[src/rtl/sq_pkg.sv]
// Shared types for the twisted-pair squelch qualifier.
// Assumes: nothing beyond IEEE 1800-2017 enums.
package sq_pkg;

    // Qualification progress
    typedef enum logic [1:0] {
        SQ_IDLE      = 2'd0,
        SQ_WAIT_OPP  = 2'd1,
        SQ_WAIT_ORIG = 2'd2,
        SQ_VALID     = 2'd3
    } sq_state_t;

    // Polarity of the crossing that opened the attempt
    typedef enum logic {
        SQ_POL_POS = 1'b0,
        SQ_POL_NEG = 1'b1
    } sq_pol_t;

endpackage

[src/rtl/sq_sync.sv]
// Multi-stage synchronizer for the asynchronous comparator outputs.
// Assumes: each bit is an independent level; STAGES >= 1.
module sq_sync #(
    parameter int STAGES = 2,
    parameter int WIDTH  = 2
) (
    input  logic             clk,
    input  logic             rst_n,
    input  logic [WIDTH-1:0] d,
    output logic [WIDTH-1:0] q
);

    logic [WIDTH-1:0] chain [STAGES];

    for (genvar g = 0; g < STAGES; g++) begin : g_stage
        if (g == 0) begin : g_first
            // first flop captures the raw comparator level
            always_ff @(posedge clk) begin
                if (!rst_n) chain[g] <= '0;
                else        chain[g] <= d;
            end
        end else begin : g_next
            // later flops settle metastability
            always_ff @(posedge clk) begin
                if (!rst_n) chain[g] <= '0;
                else        chain[g] <= chain[g-1];
            end
        end
    end

    assign q = chain[STAGES-1];

endmodule

[src/rtl/sq_edge.sv]
// Turns synchronized comparator levels into rising-edge strobes and an
// activity flag. Assumes inputs are already synchronous to clk.
module sq_edge (
    input  logic clk,
    input  logic rst_n,
    input  logic lvl_pos,
    input  logic lvl_neg,
    output logic rise_pos,
    output logic rise_neg,
    output logic activity
);

    logic prev_pos;
    logic prev_neg;

    // remember last cycle's levels for edge detection
    always_ff @(posedge clk) begin
        if (!rst_n) begin
            prev_pos <= 1'b0;
            prev_neg <= 1'b0;
        end else begin
            prev_pos <= lvl_pos;
            prev_neg <= lvl_neg;
        end
    end

    assign rise_pos = lvl_pos & ~prev_pos;
    assign rise_neg = lvl_neg & ~prev_neg;
    assign activity = lvl_pos | lvl_neg;

endmodule

[src/rtl/sq_win_timer.sv]
// Saturating window counter. Counts cycles since the last clear and flags
// when LIMIT cycles have passed. Assumes LIMIT >= 1.
module sq_win_timer #(
    parameter int LIMIT = 4
) (
    input  logic clk,
    input  logic rst_n,
    input  logic clear,
    output logic expired
);

    localparam int CW = (LIMIT < 1) ? 1 : $clog2(LIMIT + 1);
    localparam logic [CW-1:0] LIM = CW'(LIMIT);

    logic [CW-1:0] cnt;

    assign expired = (cnt == LIM);

    // count up to LIMIT, restart on clear
    always_ff @(posedge clk) begin
        if (!rst_n || clear) cnt <= '0;
        else if (!expired)   cnt <= cnt + 1'b1;
    end

    // the window count never runs past its limit
    a_r2_cnt_bound: assert property (@(posedge clk) disable iff (!rst_n)
        cnt <= LIM);

endmodule

[src/rtl/sq_seq_fsm.sv]
// Qualification sequencer: first crossing, opposite crossing, original
// crossing, then valid until a quiet window. Assumes one shared window
// timer cleared by this module on every state change.
module sq_seq_fsm
    import sq_pkg::*;
(
    input  logic      clk,
    input  logic      rst_n,
    input  logic      rise_pos,
    input  logic      rise_neg,
    input  logic      activity,
    input  logic      expired,
    output sq_state_t state,
    output logic      timer_clear
);

    sq_state_t state_nx;
    sq_pol_t   pol;
    sq_pol_t   pol_nx;
    logic      opp_rise;
    logic      orig_rise;

    // pick the edge expected at each step from the opening polarity
    always_comb begin
        opp_rise  = (pol == SQ_POL_POS) ? rise_neg : rise_pos;
        orig_rise = (pol == SQ_POL_POS) ? rise_pos : rise_neg;
    end

    // next-state decision
    always_comb begin
        state_nx = state;
        pol_nx   = pol;
        unique case (state)
            SQ_IDLE: begin
                if (rise_pos ^ rise_neg) begin
                    state_nx = SQ_WAIT_OPP;
                    pol_nx   = rise_neg ? SQ_POL_NEG : SQ_POL_POS;
                end
            end
            SQ_WAIT_OPP: begin
                if (opp_rise)     state_nx = SQ_WAIT_ORIG;
                else if (expired) state_nx = SQ_IDLE;
            end
            SQ_WAIT_ORIG: begin
                if (orig_rise)    state_nx = SQ_VALID;
                else if (expired) state_nx = SQ_IDLE;
            end
            SQ_VALID: begin
                if (!activity && expired) state_nx = SQ_IDLE;
            end
            default: state_nx = SQ_IDLE;
        endcase
    end

    // restart the window on entry to any state and on packet activity
    assign timer_clear = (state_nx != state) || (state == SQ_IDLE) ||
                         ((state == SQ_VALID) && activity);

    // state and polarity registers
    always_ff @(posedge clk) begin
        if (!rst_n) begin
            state <= SQ_IDLE;
            pol   <= SQ_POL_POS;
        end else begin
            state <= state_nx;
            pol   <= pol_nx;
        end
    end

    // without a single-polarity rising edge idle is kept
    a_r1_idle_holds: assert property (@(posedge clk) disable iff (!rst_n)
        (state == SQ_IDLE && !(rise_pos ^ rise_neg)) |=> state == SQ_IDLE);

    // an expired first window with no opposite edge abandons the attempt
    a_r2_opp_timeout: assert property (@(posedge clk) disable iff (!rst_n)
        (state == SQ_WAIT_OPP && expired && !rise_pos && !rise_neg)
        |=> state == SQ_IDLE);

    // valid is only ever entered from the third step
    a_r3_valid_entry: assert property (@(posedge clk) disable iff (!rst_n)
        $rose(state == SQ_VALID) |-> $past(state) == SQ_WAIT_ORIG);

    // activity during a packet keeps it open
    a_r5_activity_keeps: assert property (@(posedge clk) disable iff (!rst_n)
        (state == SQ_VALID && activity) |=> state == SQ_VALID);

    // a full quiet window ends the packet
    a_r6_eop: assert property (@(posedge clk) disable iff (!rst_n)
        (state == SQ_VALID && !activity && expired) |=> state == SQ_IDLE);

endmodule

[src/rtl/tp_squelch_qual.sv]
// Twisted-pair receive squelch qualifier (top). Synchronizes the two
// comparator outputs, detects edges, runs the three-step qualification and
// drives data_valid plus the lowered-threshold select.
// Assumes: comparator outputs are asynchronous levels; CYCLES_150NS is the
// 150 ns window rounded to sampling-clock cycles.
module tp_squelch_qual
    import sq_pkg::*;
#(
    parameter int CYCLES_150NS = 4,
    parameter int SYNC_STAGES  = 2
) (
    input  logic clk,
    input  logic rst_n,
    input  logic cmp_above_pos,
    input  logic cmp_below_neg,
    output logic data_valid,
    output logic thr_reduce_sel
);

    logic [1:0] lvl_s;
    logic       rise_pos;
    logic       rise_neg;
    logic       activity;
    logic       expired;
    logic       timer_clear;
    sq_state_t  state;

    sq_sync #(
        .STAGES (SYNC_STAGES),
        .WIDTH  (2)
    ) u_sync (
        .clk   (clk),
        .rst_n (rst_n),
        .d     ({cmp_above_pos, cmp_below_neg}),
        .q     (lvl_s)
    );

    sq_edge u_edge (
        .clk      (clk),
        .rst_n    (rst_n),
        .lvl_pos  (lvl_s[1]),
        .lvl_neg  (lvl_s[0]),
        .rise_pos (rise_pos),
        .rise_neg (rise_neg),
        .activity (activity)
    );

    sq_win_timer #(
        .LIMIT (CYCLES_150NS)
    ) u_timer (
        .clk     (clk),
        .rst_n   (rst_n),
        .clear   (timer_clear),
        .expired (expired)
    );

    sq_seq_fsm u_fsm (
        .clk         (clk),
        .rst_n       (rst_n),
        .rise_pos    (rise_pos),
        .rise_neg    (rise_neg),
        .activity    (activity),
        .expired     (expired),
        .state       (state),
        .timer_clear (timer_clear)
    );

    // outputs decode straight from the registered state, glitch free
    assign data_valid     = (state == SQ_VALID);
    assign thr_reduce_sel = (state == SQ_VALID);

    // lowered thresholds exactly while valid
    a_r4_thr_matches: assert property (@(posedge clk) disable iff (!rst_n)
        thr_reduce_sel == data_valid);

    // a reset edge leaves both outputs low
    a_r8_reset_clears: assert property (@(posedge clk)
        !rst_n |=> (!data_valid && !thr_reduce_sel));

endmodule

[config.mk]
export PLATFORM = sky130hd
export DESIGN_NAME = tp_squelch_qual
export DESIGN_NICKNAME = d
export VERILOG_FILES = /design/src/rtl/sq_pkg.sv /design/src/rtl/sq_sync.sv /design/src/rtl/sq_edge.sv /design/src/rtl/sq_win_timer.sv /design/src/rtl/sq_seq_fsm.sv /design/src/rtl/tp_squelch_qual.sv
export SDC_FILE = /design/constraint.sdc
export NUM_CORES = 1
export LEC_CHECK = 0
export BUFFER_PORTS_ARGS = -buffer_cell sky130_fd_sc_hd__buf_4
export CORE_MARGIN = 3
export CORE_UTILIZATION = 50
export CTS_BUF_LIST = sky130_fd_sc_hd__clkbuf_2
export CTS_CLUSTER_DIAMETER = 100
export DETAILED_ROUTE_END_ITERATION = 12
export PLACE_DENSITY = 0.76
export SYNTH_ARGS = -nofsm -noshare
export SYNTH_HDL_FRONTEND = slang
export SYNTH_SLANG_ARGS = --single-unit
[constraint.sdc]
create_clock -name clk -period 2.1 [get_ports clk]
set_input_delay 0.42 -clock clk [delete_from_list [all_inputs] [get_ports clk]]
set_output_delay 0.42 -clock clk [all_outputs]
set_load 0.01 [all_outputs]
======== Yosys cells after proc, flatten, opt, wreduce, memory -nomap -nowiden ========
Memory sizes are Yosys's and may differ from the RTL's.
Cells that the tools add are included.
cells by class
  add/subtract/negate cells ............... 1
  eq/ne operators ......................... 5
  mux-type cells .......................... 13
  bitwise operators ....................... 8
  reductions and logical operators ........ 9
operators by type and width
  cell                                                             count
  2-bit two-way mux                                                7
  2-bit case mux with 4 select lines                               1
  1-bit two-way mux                                                5
  2-bit == test, second input constant                             2
  3-bit by 1-bit adder with 3-bit output, second input constant    1
  3-bit == test, second input constant                             1
  1-bit logical OR                                                 3
  1-bit bitwise OR                                                 3
  1-bit bitwise AND                                                2
  2-bit by 1-bit == test with 1-bit output, second input constant  1
  1-bit logical AND                                                2
  1-bit logical NOT                                                2
  2-bit logical NOT                                                1
  2-bit inequality test                                            1
  1-bit NOT                                                        2
  2-bit AND reduction                                              1
  1-bit XOR                                                        1
storage, ports and cells
  register bits ........................... 8
  bits in writable memories ............... 4
  output and inout bits ................... 2
  logic and storage cells ................. 42
  memories kept ........................... 1
memory list
  memory        words  width  read ports  clocked after memory_dff  write ports  RTL line       RTL
  u_sync.chain  2      2      2           0                         2            sq_sync.sv:13  logic [WIDTH-1:0] chain [STAGES];

======== Longest topological paths before layout ========
Gate-level depths: netlist (run 1).
  depth in word-level cells ............... 9
  mapped depth ............................ 7
  mapped depth without buffers ............ 6

======== Modules after synthesis ========
A second synthesis (run 1) with hierarchy kept.
unflattened totals
  cell total of the unflattened synthesis .. 70
  area total of the unflattened synthesis .. 643.1 um2
modules (own cells, without submodules)
  module           times used  cells an instance  area an instance (um2)
  sq_seq_fsm       1           35                 285.3
  sq_win_timer     1           18                 167.7
  sq_sync          1           8                  105.1
  sq_edge          1           7                  71.3
  tp_squelch_qual  1           2                  13.8

======== Worst setup path after synthesis (run 1) ========
No wires, ideal clock.
  kind .................................... register to register
  start point ............................. reg u_timer.cnt[0]
  end point ............................... reg u_timer.cnt[1]
  setup time .............................. 0.092 ns
  arrival time ............................ 1.356 ns
  setup slack ............................. 0.652 ns
  stages on the path, launching flop included .. 8
  clock period less this slack ............ 1.448 ns
  path through ............................ dfxtp_1 -> inv_1 -> ha_1 -> and2_1 -> clkbuf_1 -> a211oi_2 -> o21ai_1 -> nor4_1
on the way
  longest elaborated chain between the ends .. 8
  elaborated cells between the ends (all ways) .. 12
  classes of those cells .................. 1 x add/sub; 2 x eq/ne; 5 x mux; 4 x reduce/logical
RTL lines
  item                                                           RTL line                                              RTL
  from (decl)                                                    sq_win_timer.sv:15                                    logic [CW-1:0] cnt;
  from (signal assigned)                                         sq_win_timer.sv:22                                    else if (!expired) cnt <= cnt + 1'b1;
  3-bit == test                                                  sq_win_timer.sv:17                                    assign expired = (cnt == LIM);
  2-bit two-way mux / 1-bit logical AND (equally long branches)  sq_seq_fsm.sv:42, sq_seq_fsm.sv:46, sq_seq_fsm.sv:49
  2-bit two-way mux, on equally long branches                    sq_seq_fsm.sv:45, sq_seq_fsm.sv:41, sq_seq_fsm.sv:49
  2-bit case mux with 4 select lines                             sq_seq_fsm.sv:33                                      unique case (state)
  2-bit inequality test                                          sq_seq_fsm.sv:56                                      assign timer_clear = (state_nx != state) || (state == SQ_IDLE) ||
  1-bit logical OR (2 in a row)                                  sq_seq_fsm.sv:56
  1-bit logical OR                                               sq_win_timer.sv:21                                    if (!rst_n || clear) cnt <= '0;
Several ways; a longest one is shown, not always the timed one.
A chain may end at the register's enable or synchronous reset.

======== Worst setup path after layout (run 1) ========
  start point ............................. reg u_fsm.state[1]
  end point ............................... out thr_reduce_sel
on the way
  longest elaborated chain between the ends .. 1
RTL lines
  item                    RTL line               RTL
  from (decl)             sq_seq_fsm.sv:13       output sq_state_t state,
  from (signal assigned)  sq_seq_fsm.sv:65       state <= state_nx;
  2-bit == test           tp_squelch_qual.sv:70  assign thr_reduce_sel = (state == SQ_VALID);
  to (decl)               tp_squelch_qual.sv:17  output logic thr_reduce_sel
Every way passes these cells.

==> summary.txt, run 1 <==
Clocking
  • Post-CTS Setup Repair Bufs: 0
  • CTS HTree Levels: 1
  • CTS resizes: 0
  • CTS buffer count: 3
  • CTS tree: done
  • CTS Root Cell: clkbuf_2
  • Clk buf depth: 2
  • Clk slew on worst S/H paths: 0.11 ns
  • Clk sinks: 12
  • Skew-Pair Late Insertion Delay: 0.25 ns
  • Hold-fix buffers, CTS: 0

Status
  • Status: complete, no violations

Synthesis
  • Post-synthesis xor/xnor area fraction: 0.0133
  • Sequential-to-total area share from yosys stat: 0.364
  • Syn nets: 77
  • Post-synth cell types: 37
  • Simple-Gate Fraction of Synth Area: 0.282
  • Yosys reg bits: 12
  • Ys Warns: 0
  • Mux cell area share after synthesis: 0.0303
  • Synthesized area per cell: 9.30 µm²
  • Synth Instances: 71
  • Synth Cell Area: 661 µm²
  • Compound-Gate Fraction of Synth Area: 0.191
  • Adder-cell share of the synthesized area: 0.0379
  • Largest family of logic cells by synthesized area: simple AND/OR/NAND/NOR gates

Global route
  • Initial antenna violation count: 0
  • Gr usage total: 0.142
  • Vias in the first global route: 500
  • First-pass GRT wire length: 2000 µm
  • GRT overflow: 0
  • Largest net degree at the start of global routing: 14

Die
  • Die area: 1790 µm²
  • Initial Util: 0.564
  • Core area: 1170 µm²
  • Io pins: 6
  • Num rows: 12
  • Die width: 42.4 µm
  • Die H: 42.4 µm

STA
  • Hold Slack: 0.377 ns
  • Endpoints failing setup: 0
  • Worst slew margin relative to its limit: 0.678
  • Setup Skew: 0.00337 ns
  • Final slew viol count: 0
  • Post-route minimum period: 1.66 ns
  • Period Utilization, post-route: 0.792
  • FMAX: 601 MHz
  • Fin. Hold Viols: 0
  • Worst-Margin Slew: 0.470 ns
  • Final setup TNS: 0 ns
  • RSZ-0062 raised after global routing: false

Route
  • Total Routed Length: 1180 µm
  • # DRC: 0
  • Via Count: 526
  • DRT Pass-1 Iters: 4
  • Routed len/inst: 13.3 µm
  • Via density per instance: 5.91
  • DRT antenna net count: 0
  • Drt initial violations: 14

Cells and area
  • Fraction of layout cells with a size suffix above 1: 0.187
  • N_diodes: 0
  • Commonest non-fill, non-tap cell in the layout: dfxtp_1
  • Layout area overhead: 5.87%
  • Fin nets: 82
  • Fill cells: 114
  • Util after Layout: 0.597
  • Most frequent cells in the layout: dfxtp_1, and2_1, inv_1, buf_4
  • Post-route cell area: 699 µm²

Placement
  • I/O Buffers: 5
  • Post-Place Cell Area: 681 µm²
  • HPWL reported at the end of detailed placement: 913 µm
  • GP Congestion: 0.788

Worst setup path
  • Worst Path Max Fanout: 13
  • Startpoint types: register
  • CP max stage cell: dfxtp_1
  • Setup crit end kind: primary output
  • Crit-path cells: nand2_1 -> inv_1 -> buf_4
  • CP max stage delay: 0.57 ns
  • Critical Path RT: 1.68 ns
  • Worst Path Arrival: 1.24 ns
  • Setup CP Type: reg2out

Flow run
  • Max-cap viol count: 0

Power
  • Power Dens Cells: 593 nW/µm²
  • Leak pwr: 0.269 nW
  • Worst vdd ir: 390 µV

Worst hold path
  • HP Class: in2reg
## area by class of cell
cell class | instances | area, µm² | area share
Clock inverter | 1 | 3.75 | 0.00537
Timing Repair Buffer | 5 | 37.5 | 0.0537
Inverter | 5 | 18.8 | 0.0268
Sequential cell | 12 | 240 | 0.343
Multi-Input combinational cell | 49 | 367 | 0.524
Clock buffer | 3 | 15.0 | 0.0215
Tap cell | 14 | 17.5 | 0.0250
## through the flow
stage	power, mW	cells	worst slack [ns]
floorplan	0.299	71	0.652
global placement	0.309	85	0.652
detailed placement	0.310	85	0.479
CTS	0.421	89	0.438
global route	0.444	89	0.315
finish	0.415	89	0.437
## worst max-delay path: cells and delay by family (launching register included)
kind                   cells  cell delay [ns]
buffers and inverters      2             0.29
AND/OR/NAND/NOR            1             0.13
flip-flops                 1             0.57
## final timing paths
| kind | start | to | slack [ns] | depth (start not counted) |
|---|---|---|---|---|
| setup / recovery | u_fsm.state[1] | thr_reduce_sel | 0.44 | 3 |
| hold reg to reg | u_sync.chain[0][1] | u_sync.chain[1][1] | 0.45 | 1 |
| setup reg to reg | u_timer.cnt[1] | u_timer.cnt[1] | 0.46 | 6 |
| hold / removal | cmp_below_neg | u_sync.chain[0][0] | 0.38 | 2 |
## power breakdown
group	switching (mW)	total (mW)	internal, mW
registers	0.0144	0.252	0.237
clock network	0.0674	0.109	0.0414
logic	0.0258	0.0539	0.0281
total	0.108	0.415	0.307
## synthesized netlist by cell type
library cell	number	area (µm²)
a211o_1	1	8.76
and2b_2	1	8.76
a211oi_2	1	12.5
nand4b_1	1	8.76
nor4bb_1	1	10.0
buf_4	2	15.0
nor2_1	3	11.3
nor4b_1	1	8.76
nand3b_1	1	7.51
dfxtp_1	12	240
mux2i_1	2	20.0
clkbuf_1	1	3.75
buf_6	1	11.3
xnor2_1	1	8.76
nor3_1	2	10.0
nor3_2	1	10.0
a22o_1	1	8.76
nor4_1	3	18.8
o31ai_1	1	7.51
o21ai_0	3	15.0
a22oi_1	1	7.51
nand2_1	3	11.3
a21oi_1	2	10.0
inv_1	5	18.8
and3b_1	1	8.76
nand2b_1	1	6.26
ha_1	2	25.0
a2111oi_4	1	27.5
and2_2	1	7.51
nor3b_1	1	7.51
nand3_1	1	5.00
a2111oi_0	1	8.76
a32o_1	1	10.0
o21ai_1	2	10.0
nand2b_2	1	8.76
and2_1	6	37.5
buf_2	1	5.00
## registers in the layout (all words and copies together) (netlist names)
| name | cells |
|---|---|
| u_edge.prev_neg | 1 |
| u_edge.prev_pos | 1 |
| u_fsm.pol | 1 |
| u_fsm.state | 2 |
| u_sync.chain | 4 |
| u_timer.cnt | 3 |
## cell families after synthesis
kind of cell / count (synthesis)
AO/OA/AOI/OAI: 15
XOR/XNOR: 1
adder cells (fa/ha/maj): 2
buffers and inverters: 10
flip-flops: 12
multiplexers: 2
AND/OR/NAND/NOR: 29
## per-layer routing
layer / GRT usage / part of all wire / wire length, µm / vias to the layer above
li1: - / - / - / 263
met1: 0.166 / 0.46 / 546 / 241
met2: 0.240 / 0.46 / 547 / 16
met3: 0.0300 / 0.044 / 52 / 6
met4: 0.0745 / 0.029 / 34 / 0
met5: 0 / 0 / 0 / -
No activity file was read; power rests on OpenSTA's default activity.
==> inputs of run 2 (changes only) <==
Settings changed: PLACE_DENSITY 0.76 to 0.79.
Clock period 2.1 ns to 1.5 ns, I/O delays scaled along.
==> run 2 against run 1 <==
Sequential cell count did not move. Final cell count increased by 2.2%. Core utilization is 6.8 points higher. Clock-buffer cell count did not move. Combinational power up 66%. Critical path type is now reg2reg. Sequential power rose by 40%. Critical path depth grew 1. Hold slack worse by 0.13 ns. Sequential share of layout area is 2.1 points lower. Total power rose by 45%. Via count down 0.38%. Register-to-register slack lost 0.39 ns.
==> summary.txt, run 2 (synthesis results as in run 1) <==
Status
  • Status: complete, no violations

Worst setup path
  • Worst Path Max Fanout: 5
  • Setup CP Type: reg2reg
  • CP max stage cell: a2111oi_4
  • Worst Path Arrival: 1.57 ns
  • Critical Path RT: 1.64 ns
  • Crit-path cells: nand2b_2 -> a22o_1 -> a2111oi_4 -> nor4_1
  • Startpoint types: register
  • Setup crit end kind: register
  • CP max stage delay: 0.38 ns

Cells and area
  • Post-route insts no fill: 91
  • Layout area overhead: 18.0%
  • Multi-input logic area: 420 µm²
  • Fraction of layout cells with a size suffix above 1: 0.429
  • Commonest non-fill, non-tap cell in the layout: buf_4
  • Fill cells: 93
  • Top reg by flops: u_sync.chain
  • Most frequent cells in the layout: buf_4, dfxtp_2, and2_1, dfxtp_1
  • Register area: 251 µm²
  • Number of flip-flops in the largest register: 4
  • N_diodes: 0
  • Largest registers: u_sync.chain (4), u_timer.cnt (3), u_fsm.state (2)
  • Fin nets: 84
  • Util after Layout: 0.666
  • Post-route cell area: 779 µm²

STA
  • Final WS setup: 0.0673 ns
  • Period Utilization, post-route: 0.955
  • Endpoints failing setup: 0
  • Setup Skew: 0.000712 ns
  • Hold Slack: 0.242 ns
  • Final slew viol count: 0
  • Worst-Margin Slew: 0.454 ns
  • FMAX: 698 MHz
  • Fin. Hold Viols: 0
  • Worst slew margin relative to its limit: 0.694
  • Post-route minimum period: 1.43 ns

Route
  • DRT antenna net count: 0
  • Routed met1 length: 604 µm
  • Drt initial violations: 28
  • DRT Pass-1 Iters: 4
  • Routed len/inst: 13.4 µm
  • Total Routed Length: 1220 µm
  • Routed wl met2: 540 µm
  • DR top layer: met3
  • Met3 wire len: 70 µm
  • # DRC: 0
  • Via Count: 524
  • Via density per instance: 5.76

Power
  • Power Dens Cells: 773 nW/µm²
  • Worst vdd ir: 469 µV
  • Leak pwr: 0.295 nW

Die
  • Core area: 1170 µm²
  • Num rows: 12
  • Die area: 1790 µm²
  • Io pins: 6
  • Die H: 42.4 µm
  • Initial Util: 0.564
  • Die width: 42.4 µm

Clocking
  • Clk sinks: 12
  • CTS HTree Levels: 1
  • Post-CTS Setup Repair Bufs: 0
  • CTS tree: done
  • Skew-Pair Late Insertion Delay: 0.25 ns
  • Clk slew on worst S/H paths: 0.11 ns
  • Clk buf depth: 2
  • CTS Root Cell: clkbuf_2
  • CTS buffer count: 3
  • Hold-fix buffers, CTS: 0

Global route
  • GRT overflow: 0
  • Largest net degree at the start of global routing: 14
  • Vias in the first global route: 469
  • Initial antenna violation count: 0
  • First-pass GRT wire length: 1900 µm
  • Gr usage total: 0.138

Placement
  • Placement Setup Slack: -0.00808 ns
  • Post-Place Cell Area: 696 µm²
  • I/O Buffers: 5
  • HPWL reported at the end of detailed placement: 833 µm
  • GP Congestion: 0.832
  • Dpl cells: 87

Worst hold path
  • HP Class: in2reg

Flow run
  • Max-cap viol count: 0
-- run 2: cell count changes in the layout (fill, tap and decap cells not counted), moves of 2 or more --
cell     change
inv_1        -2
nor4_1       -2
buf_4        +2
inv_2        +2
dfxtp_2      +6
nor4_2       +2
dfxtp_1      -7
-- run 2: timing repair --
action | 4_1_cts | 5_1_grt
pin swaps | 1 | 7
endpoints found under the setup margin | 3 | 5
gates cloned | 0 | 0
resized for setup | 1 | 19
-- run 2: power breakdown --
| group | internal [mW] | switching, mW | total, mW |
|---|---|---|---|
| clock | 0.0579 | 0.101 | 0.159 |
| sequential | 0.333 | 0.0208 | 0.354 |
| combinational | 0.0476 | 0.0416 | 0.0893 |
-- run 2: per-stage QoR --
step	total power [mW]	setup TNS, ns
after global routing	0.636	-0.0408
after CTS	0.595	0
final	0.602	0
after global placement	0.435	0
after detailed placement	0.436	-0.00808
after floorplan	0.419	0
-- run 2: cell type report --
type,count,area share
tap,14,0.0225
timing repair buffer,7,0.0674
multi-input combinational,49,0.539
clock inverter,1,0.00482
inverter,5,0.0241
clock buffer,3,0.0193
sequential,12,0.323
-- run 2: path summary, 6_finish.rpt --
| kind | startpoint | endpoint | slack [ns] | cells after the start |
|---|---|---|---|---|
| worst max-delay path | u_edge.prev_neg | u_timer.cnt[2] | 0.07 | 4 |
| worst min-delay path | cmp_above_pos | u_sync.chain[0][1] | 0.24 | 2 |
| worst max register to register | u_edge.prev_neg | u_timer.cnt[2] | 0.07 | 4 |
| worst min register to register | u_sync.chain[0][1] | u_sync.chain[1][1] | 0.45 | 1 |
-- run 2: critical path, delay by kind of cell (launching register included) --
family,cells,cell delay (ns)
simple gates,2,0.34
flops,1,0.34
compound gates,2,0.63
-- run 2: layer usage --
| layer | up-vias | GRT usage |
|---|---|---|
| li1 | 263 | - |
| met1 | 243 | 0.168 |
| met2 | 18 | 0.225 |
| met3 | 0 | 0.0386 |
| met4 | 0 | 0.0559 |
| met5 | - | 0 |
